### config.mk
export PLATFORM = sky130hd
export DESIGN_NAME = lpm_ctrl
export DESIGN_NICKNAME = d
export VERILOG_FILES = /design/src/rtl/lpm_pkg.sv /design/src/rtl/lpm_wake_regs.sv /design/src/rtl/lpm_pinwake.sv /design/src/rtl/lpm_fsm.sv /design/src/rtl/lpm_ctrl.sv
export SDC_FILE = /design/constraint.sdc
export NUM_CORES = 1
export LEC_CHECK = 0
export BUFFER_PORTS_ARGS = -buffer_cell sky130_fd_sc_hd__buf_2
export CORE_MARGIN = 1
export CORE_UTILIZATION = 48
export DETAILED_ROUTE_END_ITERATION = 10
export PLACE_DENSITY = 0.77
export SETUP_SLACK_MARGIN = 0.5
export SYNTH_ARGS = -nofsm -noshare
export SYNTH_HDL_FRONTEND = slang
export SYNTH_HIERARCHICAL = 1
export SYNTH_SLANG_ARGS = --single-unit
### constraint.sdc
create_clock -name clk -period 1.9 [get_ports clk]
set_input_delay 0.095 -clock clk [delete_from_list [all_inputs] [get_ports clk]]
set_output_delay 0.095 -clock clk [all_outputs]
set_load 0.01 [all_outputs]
### src/rtl/lpm_pkg.sv
// Shared types for the low-power mode controller.
// Assumes: nothing beyond the SystemVerilog enum type.
package lpm_pkg;
    typedef enum logic [2:0] {
        ST_HOLD,   // both clocks gated, restart follows
        ST_BOOT,   // restart command cycle
        ST_RUN,    // normal operation
        ST_HALT,   // CPU clock gated, timer running
        ST_HWAKE,  // one cycle of settle before CPU clock returns
        ST_STOP    // both clocks gated
    } lpm_state_e;
endpackage

### src/rtl/lpm_wake_regs.sv
// Per-port wake-enable registers loaded over a write-only config bus.
// Assumes: one register per port; the address selects the port by index.
module lpm_wake_regs #(
    parameter int PORT_W = 8,
    parameter int NPORTS = 2,
    localparam int AW    = (NPORTS > 1) ? $clog2(NPORTS) : 1
) (
    input  logic                     clk,
    input  logic                     rst_n,
    input  logic                     wr_en,
    input  logic [AW-1:0]            wr_addr,
    input  logic [PORT_W-1:0]        wr_data,
    output logic [NPORTS*PORT_W-1:0] en_vec
);
    logic [PORT_W-1:0] en_q [NPORTS];

    for (genvar g = 0; g < NPORTS; g++) begin : g_port
        // Load this port's enable bits when addressed.
        always_ff @(posedge clk) begin
            if (!rst_n) begin
                en_q[g] <= '0;
            end else if (wr_en && (wr_addr == AW'(g))) begin
                en_q[g] <= wr_data;
            end
        end

        assign en_vec[g*PORT_W +: PORT_W] = en_q[g];


        reg_load_chk: assert property (@(posedge clk) disable iff (!rst_n)
            (wr_en && (wr_addr == AW'(g))) |=> (en_q[g] == $past(wr_data)));
    end
endmodule

### src/rtl/lpm_pinwake.sv
// Pin edge detector: compares each pin against its level one cycle earlier.
// Assumes: pins are synchronised to clk; clk never stops.
// Tracking every cycle means that the reference at STOP entry is the entry level.
module lpm_pinwake #(
    parameter int PINS = 16
) (
    input  logic            clk,
    input  logic            rst_n,
    input  logic [PINS-1:0] pins,
    input  logic [PINS-1:0] pin_en,
    output logic            wake
);
    logic [PINS-1:0] prev_q;
    logic [PINS-1:0] edges;

    // Keep a copy of last cycle's pin levels (also loaded during reset).
    always_ff @(posedge clk) begin
        prev_q <= pins;
    end

    // Flag enabled pins whose level differs from last cycle, either direction.
    always_comb begin
        edges = (pins ^ prev_q) & pin_en;
    end

    assign wake = |edges;


    no_wake_masked_chk: assert property (@(posedge clk) disable iff (!rst_n)
        (pin_en == '0) |-> !wake);
endmodule

### src/rtl/lpm_fsm.sv
// Standby sequencer: decodes standby opcodes, gates the clocks, issues restart.
// Assumes: irq_req is already masked by the interrupt controller; wake is a
// same-cycle pulse from the pin detector.
module lpm_fsm
    import lpm_pkg::*;
#(
    parameter int             OP_W    = 8,
    parameter logic [OP_W-1:0] HALT_OP = 8'h7F,
    parameter logic [OP_W-1:0] STOP_OP = 8'h6F,
    parameter int             VEC_W   = 16,
    parameter logic [VEC_W-1:0] VEC   = 16'h000C
) (
    input  logic             clk,
    input  logic             rst_n,
    input  logic             op_valid,
    input  logic [OP_W-1:0]  op_code,
    input  logic             irq,
    input  logic             wake,
    output logic             cpu_en,
    output logic             tmr_en,
    output logic             restart_vld,
    output logic [VEC_W-1:0] restart_vec
);
    lpm_state_e state_q, state_d;

    // Choose the next standby state.
    always_comb begin
        state_d = state_q;
        unique case (state_q)
            ST_HOLD:  state_d = ST_BOOT;
            ST_BOOT:  state_d = ST_RUN;
            ST_RUN: begin
                if (op_valid && (op_code == HALT_OP)) state_d = ST_HALT;
                else if (op_valid && (op_code == STOP_OP)) state_d = ST_STOP;
            end
            ST_HALT:  if (irq)  state_d = ST_HWAKE;
            ST_HWAKE: state_d = ST_RUN;
            ST_STOP:  if (wake) state_d = ST_HOLD;
            default:  state_d = ST_HOLD;
        endcase
    end

    // Register the state; power-on reset parks in the hold state.
    always_ff @(posedge clk) begin
        if (!rst_n) state_q <= ST_HOLD;
        else        state_q <= state_d;
    end

    // Decode the clock gates and restart command from the state.
    always_comb begin
        cpu_en      = (state_q == ST_RUN) || (state_q == ST_BOOT);
        tmr_en      = (state_q != ST_HOLD) && (state_q != ST_STOP);
        restart_vld = (state_q == ST_BOOT);
        restart_vec = restart_vld ? VEC : '0;
    end


    restart_once_chk: assert property (@(posedge clk) disable iff (!rst_n)
        restart_vld |=> !restart_vld);

    gate_order_chk: assert property (@(posedge clk) disable iff (!rst_n)
        !tmr_en |-> !cpu_en);

    halt_exit_chk: assert property (@(posedge clk) disable iff (!rst_n)
        (state_q == ST_HALT && irq) |=> (state_q == ST_HWAKE));

    stop_hold_chk: assert property (@(posedge clk) disable iff (!rst_n)
        (state_q == ST_STOP && !wake) |=> (state_q == ST_STOP));

    stop_wake_chk: assert property (@(posedge clk) disable iff (!rst_n)
        (state_q == ST_STOP && wake) |=> (state_q == ST_HOLD));
endmodule

### src/rtl/lpm_ctrl.sv
// Top of the low-power mode controller: wake-enable registers, pin edge
// detector and standby sequencer.
// Assumes: clk is the always-on reference clock; wake_pins are synchronised;
// port p occupies wake_pins[p*PORT_W +: PORT_W].
module lpm_ctrl #(
    parameter int               PORT_W  = 8,
    parameter int               NPORTS  = 2,
    parameter int               OP_W    = 8,
    parameter logic [OP_W-1:0]  HALT_OP = 8'h7F,
    parameter logic [OP_W-1:0]  STOP_OP = 8'h6F,
    parameter int               VEC_W   = 16,
    parameter logic [VEC_W-1:0] RESTART_VEC = 16'h000C,
    localparam int              PINS    = PORT_W * NPORTS,
    localparam int              AW      = (NPORTS > 1) ? $clog2(NPORTS) : 1
) (
    input  logic              clk,
    input  logic              rst_n,
    input  logic              op_valid,
    input  logic [OP_W-1:0]   op_code,
    input  logic              irq_req,
    input  logic [PINS-1:0]   wake_pins,
    input  logic              cfg_we,
    input  logic [AW-1:0]     cfg_addr,
    input  logic [PORT_W-1:0] cfg_wdata,
    output logic              cpu_clk_en,
    output logic              tmr_clk_en,
    output logic              restart_vld,
    output logic [VEC_W-1:0]  restart_vec
);
    logic [PINS-1:0] pin_en;
    logic            pin_wake;

    lpm_wake_regs #(.PORT_W(PORT_W), .NPORTS(NPORTS)) u_regs (
        .clk     (clk),
        .rst_n   (rst_n),
        .wr_en   (cfg_we),
        .wr_addr (cfg_addr),
        .wr_data (cfg_wdata),
        .en_vec  (pin_en)
    );

    lpm_pinwake #(.PINS(PINS)) u_wake (
        .clk    (clk),
        .rst_n  (rst_n),
        .pins   (wake_pins),
        .pin_en (pin_en),
        .wake   (pin_wake)
    );

    lpm_fsm #(
        .OP_W(OP_W), .HALT_OP(HALT_OP), .STOP_OP(STOP_OP),
        .VEC_W(VEC_W), .VEC(RESTART_VEC)
    ) u_fsm (
        .clk         (clk),
        .rst_n       (rst_n),
        .op_valid    (op_valid),
        .op_code     (op_code),
        .irq         (irq_req),
        .wake        (pin_wake),
        .cpu_en      (cpu_clk_en),
        .tmr_en      (tmr_clk_en),
        .restart_vld (restart_vld),
        .restart_vec (restart_vec)
    );
endmodule

# == Word-level counts from Yosys, hierarchy flattened ==
# Memory sizes are Yosys's and may differ from the RTL's.
# Index checks and enable logic that the tools add are counted.
# word_totals
register_bits,19
out_inout_bits,19
mem_bits_rw,16
memories,1
elab_cells,45
# memory_table
memory,depth,width,rd,rd_clocked_by_memory_dff,wr,line_no,source
u_regs.en_q,2,8,2,0,2,lpm_wake_regs.sv:15,logic [PORT_W-1:0] en_q [NPORTS];
# classes
n_bitwise,5
n_eq_ne,11
mux,15
n_reduce_logical,11
# ops
operator,n
bitwise AND 16 bit,1
equality test 8 x 7 -> 1 bit (second input constant),2
two-way mux 8 bit,2
OR reduction 16 bit,1
XOR 16 bit,1
case mux 3 bit (5 select lines),1
two-way mux 3 bit,4
two-way mux 1 bit,7
equality test 3 x 2 -> 1 bit (second input constant),2
equality test 3 bit (second input constant),2
logical AND 1 bit,5
two-way mux 4 bit,1
inequality test 2 bit (second input constant),2
equality test 3 x 1 -> 1 bit (second input constant),1
logical NOT 3 bit,1
inequality test 3 x 1 -> 1 bit (second input constant),1
inequality test 3 bit (second input constant),1
AND reduction 3 bit,1
nonzero test 3 bit,1
OR 1 bit,2
OR reduction 2 bit,1
logical OR 1 bit,1
inverter 1 bit,1

# == Longest topological paths before layout ==
# depth
depth_word,6
depth_mapped,7

# == Hierarchy ==
# The synthesis kept the hierarchy.
# modules_own_cells
module,cells_each,n_inst,seq_area_each_um2,area_each_um2
lpm_wake_regs,39,1,480.5,623.1
lpm_pinwake,41,1,320.3,543.0
lpm_fsm,46,1,60.1,366.6

# == Least setup slack after synthesis ==
# Ideal clock, no wire load.
# synth_timing
kind,reg-to-reg
start,reg u_wake.prev_q[15]
end,reg u_fsm.state_q[2]
setup_time_ps,86
path_stages_with_launch,7
period_less_slack_ps,1700
t_arrival_ps,1614
required_time_ps,1814
slack_ps,200
cell_sequence,dfxtp_1 -> xor2_1 -> a22o_1 -> a221oi_1 -> nand4_1 -> or4_4 -> a221oi_2
# synth_via
elab_chain_cells,5
# synth_lines
item,line_no,source
from (decl),lpm_pinwake.sv:13,logic [PINS-1:0] prev_q;
from (signal assigned),lpm_pinwake.sv:18,prev_q <= pins;
XOR 16 bit,lpm_pinwake.sv:23,edges = (pins ^ prev_q) & pin_en;
bitwise AND 16 bit,lpm_pinwake.sv:23,
OR reduction 16 bit,lpm_pinwake.sv:26,assign wake = |edges;
named net pin_wake,lpm_ctrl.sv:31,logic pin_wake;
inequality test 2 bit (no line),--,
AND reduction 3 bit (no line),--,
to (signal assigned),lpm_fsm.sv:46,else state_q <= state_d;
to (decl),lpm_fsm.sv:24,"lpm_state_e state_q, state_d;"
# The timed path passes the listed nets, and every way through them passes these cells.
# A chain may end at the register's enable or synchronous reset.

# == Worst setup path in the final report ==
# layout_timing
start,reg u_wake.prev_q[3]
end,reg u_fsm.state_q[2]
# The elaborated chain is that of the path after synthesis.

==> results by group <==
Run status
  • Status: completed

Finish
  • Filler instances: 251
  • Most frequent cells in the layout: buf_2 (42), dfxtp_1 (17), edfxtp_1 (16), xor2_1 (16), dlygate4sd3_1 (16)
  • Register Area: 863 sq um
  • # diodes: 0
  • Area occupied by multi-input gates: 583 sq um
  • P&R area growth vs syn: 29.7%
  • Fin nets: 224
  • Most common cell after layout, fill and taps aside: buf_2
  • Design area: 1990 sq um
  • Proportion of layout cells with a drive suffix above 1: 0.353

Clocking
  • Clk_lat worst skew: 0.34 ns
  • Clk slew on worst S/H paths: 0.10 ns
  • # H-tree levels: 2
  • Num Clock Sinks: 35
  • Clock tree root driver cell: clkbuf_4
  • CTS tree: yes
  • Longest Clk Path Bufs: 2
  • TritonCTS Buffers: 5

Timing
  • Hold Violations, Final: 0
  • Post-layout minimum cycle time: 1.82 ns
  • F_max: 0.548 GHz
  • Max-slew violation count: 0
  • Period utilisation layout: 0.960
  • Finish-stage setup viols: 0
  • Clk_skew: 0.00442 ns
  • RSZ-0062 raised after global routing: true
  • Slack of the critical path: 0.0761 ns
  • Hold Slack: 0.0392 ns

Floorplanning
  • Die area: 3420 sq um
  • Number of core rows: 20
  • Area of the core: 3050 sq um
  • Initial Util: 0.502
  • IO Pins: 57
  • Die Width: 58.5 microns
  • Die Y: 58.5 microns

Global routing
  • First-pass GRT wire length: 4.64 mm
  • Largest net degree at the start of global routing: 12
  • Vias in the first global route: 1097
  • GR Overflow Total: 0
  • Initial antenna violation count: 0
  • Global Route Usage Sum: 0.191

Setup path
  • Crit. End Element: flip-flop
  • Crit path kind: flip-flop to flip-flop
  • WP data required: 2.16 ns
  • R2R depth: 6
  • Crit-path max FO: 2
  • Worst reg-to-reg setup slack: 0.08 ns
  • Max incr delay on CP: 0.44 ns
  • Cell at the slowest stage of the critical path: or4_4
  • Startpoint types: flip-flop
  • Crit path buf inv count: 0
  • CP delay by family, top: compound AO/OA/AOI/OAI gates
  • CP dominant cell by count: a221oi_2
  • Crit path cell chain: xor2_1, a22o_1, a221oi_2, nand4_1, or4_4, a221oi_2
  • Cell depth of the worst setup path: 6
  • Worst r2r src: u_wake/prev_q[3]$_DFF_P_
  • Worst Path Arrival: 2.09 ns
  • Reg2reg end: u_fsm/state_q[2]$_SDFFE_PN0P_

Route
  • First-pass DRT Iterations: 4
  • Drt total wl: 2.94 mm
  • Routed length per placed instance: 12.7 microns
  • Drt initial violations: 17
  • Vias: 1106
  • Antenna Violating Nets Remaining: 0
  • # DRC: 0
  • Via/cell ratio: 4.79

Place
  • Placer Congestion: 0.758
  • HPWL Detailed: 2.02 mm
  • Pre-CTS setup slack: 0.0619 ns
  • PortBufs: 42
  • Post-place instance area: 1720 sq um

Synth
  • Synthesized area: 1530 sq um
  • Yosys reg bits: 35
  • Largest cells by area after synthesis: edfxtp_1 (31%), dfxtp_1 (25%), xor2_1 (9.1%), buf_4 (8.8%), and2_1 (3.3%)
  • Top-area cell type share of the netlist area: 0.313
  • Mapped Cells: 126
  • Synth async-reset ratio: 0
  • Synth Flop Type: dfxtp_1
  • Synthesis Warnings: 6
  • Syn avg cell area: 12.2 sq um
  • Post-synth EDFFs: 16
  • Sequential-to-total area share from yosys stat: 0.562
  • Yosys top cell by area: edfxtp_1
  • Synth cell types: 31

Power and ir drop
  • Pwr Density: 946 nW/um^2
  • Clock Power Share: 0.296
  • Switching share of power: 0.273
  • Comb power frac: 0.210
  • Seq pwr share: 0.493
  • P_int: 0.00137 W
  • NetSw: 0.000513 W
  • Leakage power: 0.892 nW
  • Worst vdd ir: 0.578 mV

Worst hold path
  • Hold endpoint: u_regs/en_q[0][4]$_SDFFCE_PN0P_
  • Worst Min Path Start: cfg_wdata[4]
  • Min-Delay Path Class: primary input to flip-flop
  • Worst Hold Path Cells: 2

Job
  • Max-cap viol count: 0
-- power by group through the flow --
stage          clock network (W)  registers, W  logic, W
4_1_cts                 0.000570      0.000923  0.000391
3_3_place_gp                   0      0.000931  0.000348
2_1_floorplan                  0      0.000891  0.000334
5_1_grt                 0.000614      0.000936  0.000435
3_5_place_dp                   0      0.000936  0.000363
6_report                0.000557      0.000928  0.000396
-- per-layer routing --
metal  share of wire  track usage  up-vias
met5               0            0        -
met4           0.018        0.122        0
met3           0.074       0.0484        5
met2            0.51        0.333       47
met1            0.40        0.207      518
li1                -            -      536
-- synth_stat cells, types with 2 or more instances --
master     count
nor3_1         2
a221oi_1       3
nand2_1        3
edfxtp_1      16
a22o_1         4
nand4_1        2
nor2_1         2
xor2_1        16
buf_4         18
and2_1         8
xnor2_1        2
and3_1         8
inv_1          2
inv_2          2
a221oi_2       2
o2bb2ai_1      2
o21ai_0        2
dfxtp_1       19
-- how the worst max path moves through the flow --
stage                                    startpoint                             to  slack, ns
final                      u_wake/prev_q[3]$_DFF_P_  u_fsm/state_q[2]$_SDFFE_PN0P_       0.08
after global routing       u_wake/prev_q[3]$_DFF_P_  u_fsm/state_q[2]$_SDFFE_PN0P_      -0.02
after CTS                  u_wake/prev_q[3]$_DFF_P_  u_fsm/state_q[2]$_SDFFE_PN0P_       0.04
after detailed placement   u_wake/prev_q[3]$_DFF_P_  u_fsm/state_q[2]$_SDFFE_PN0P_       0.06
after global placement     u_wake/prev_q[3]$_DFF_P_  u_fsm/state_q[2]$_SDFFE_PN0P_       0.13
after floorplan           u_wake/prev_q[12]$_DFF_P_  u_fsm/state_q[2]$_SDFFE_PN0P_       0.26
-- state kept, by name, indices dropped and copies added, names as in the netlist --
name           cells
u_regs/en_q       16
u_wake/prev_q     16
u_fsm/state_q      3
-- cells by family after synthesis --
kind of cell           synth area share
other                           0.00245
flip-flops                        0.562
AO/OA/AOI/OAI                    0.0922
buffers and inverters             0.109
AND/OR/NAND/NOR                   0.132
XOR/XNOR                          0.103
-- final cells by class --
| type | count | share of cell area |
|---|---|---|
| Timing Repair Buffer | 60 | 0.194 |
| Sequential cell | 35 | 0.434 |
| Tap cell | 44 | 0.0277 |
| Clock inverter | 2 | 0.0176 |
| Inverter | 4 | 0.00755 |
| Clock buffer | 6 | 0.0258 |
| Multi-Input combinational cell | 80 | 0.293 |
-- per-stage QoR --
step                power [W]  TNS [ns]  instances  utilization
floorplan             0.00122         0        139            -
global placement      0.00128         0        206        0.564
detailed placement    0.00130         0        206        0.564
CTS                   0.00188         0        231        0.649
global route          0.00199   -0.0162        231        0.651
finish                0.00188         0        231        0.651
-- what timing repair did --
action / in CTS / in global routing
hold endpoints to repair: 16 / 0
buffers inserted: 1 / 0
endpoints found under the setup margin: 5 / 7
hold buffers: 16 / 0
pin swaps: 2 / 1
resized for setup: 2 / 2
(Power assumes the default switching activity.)
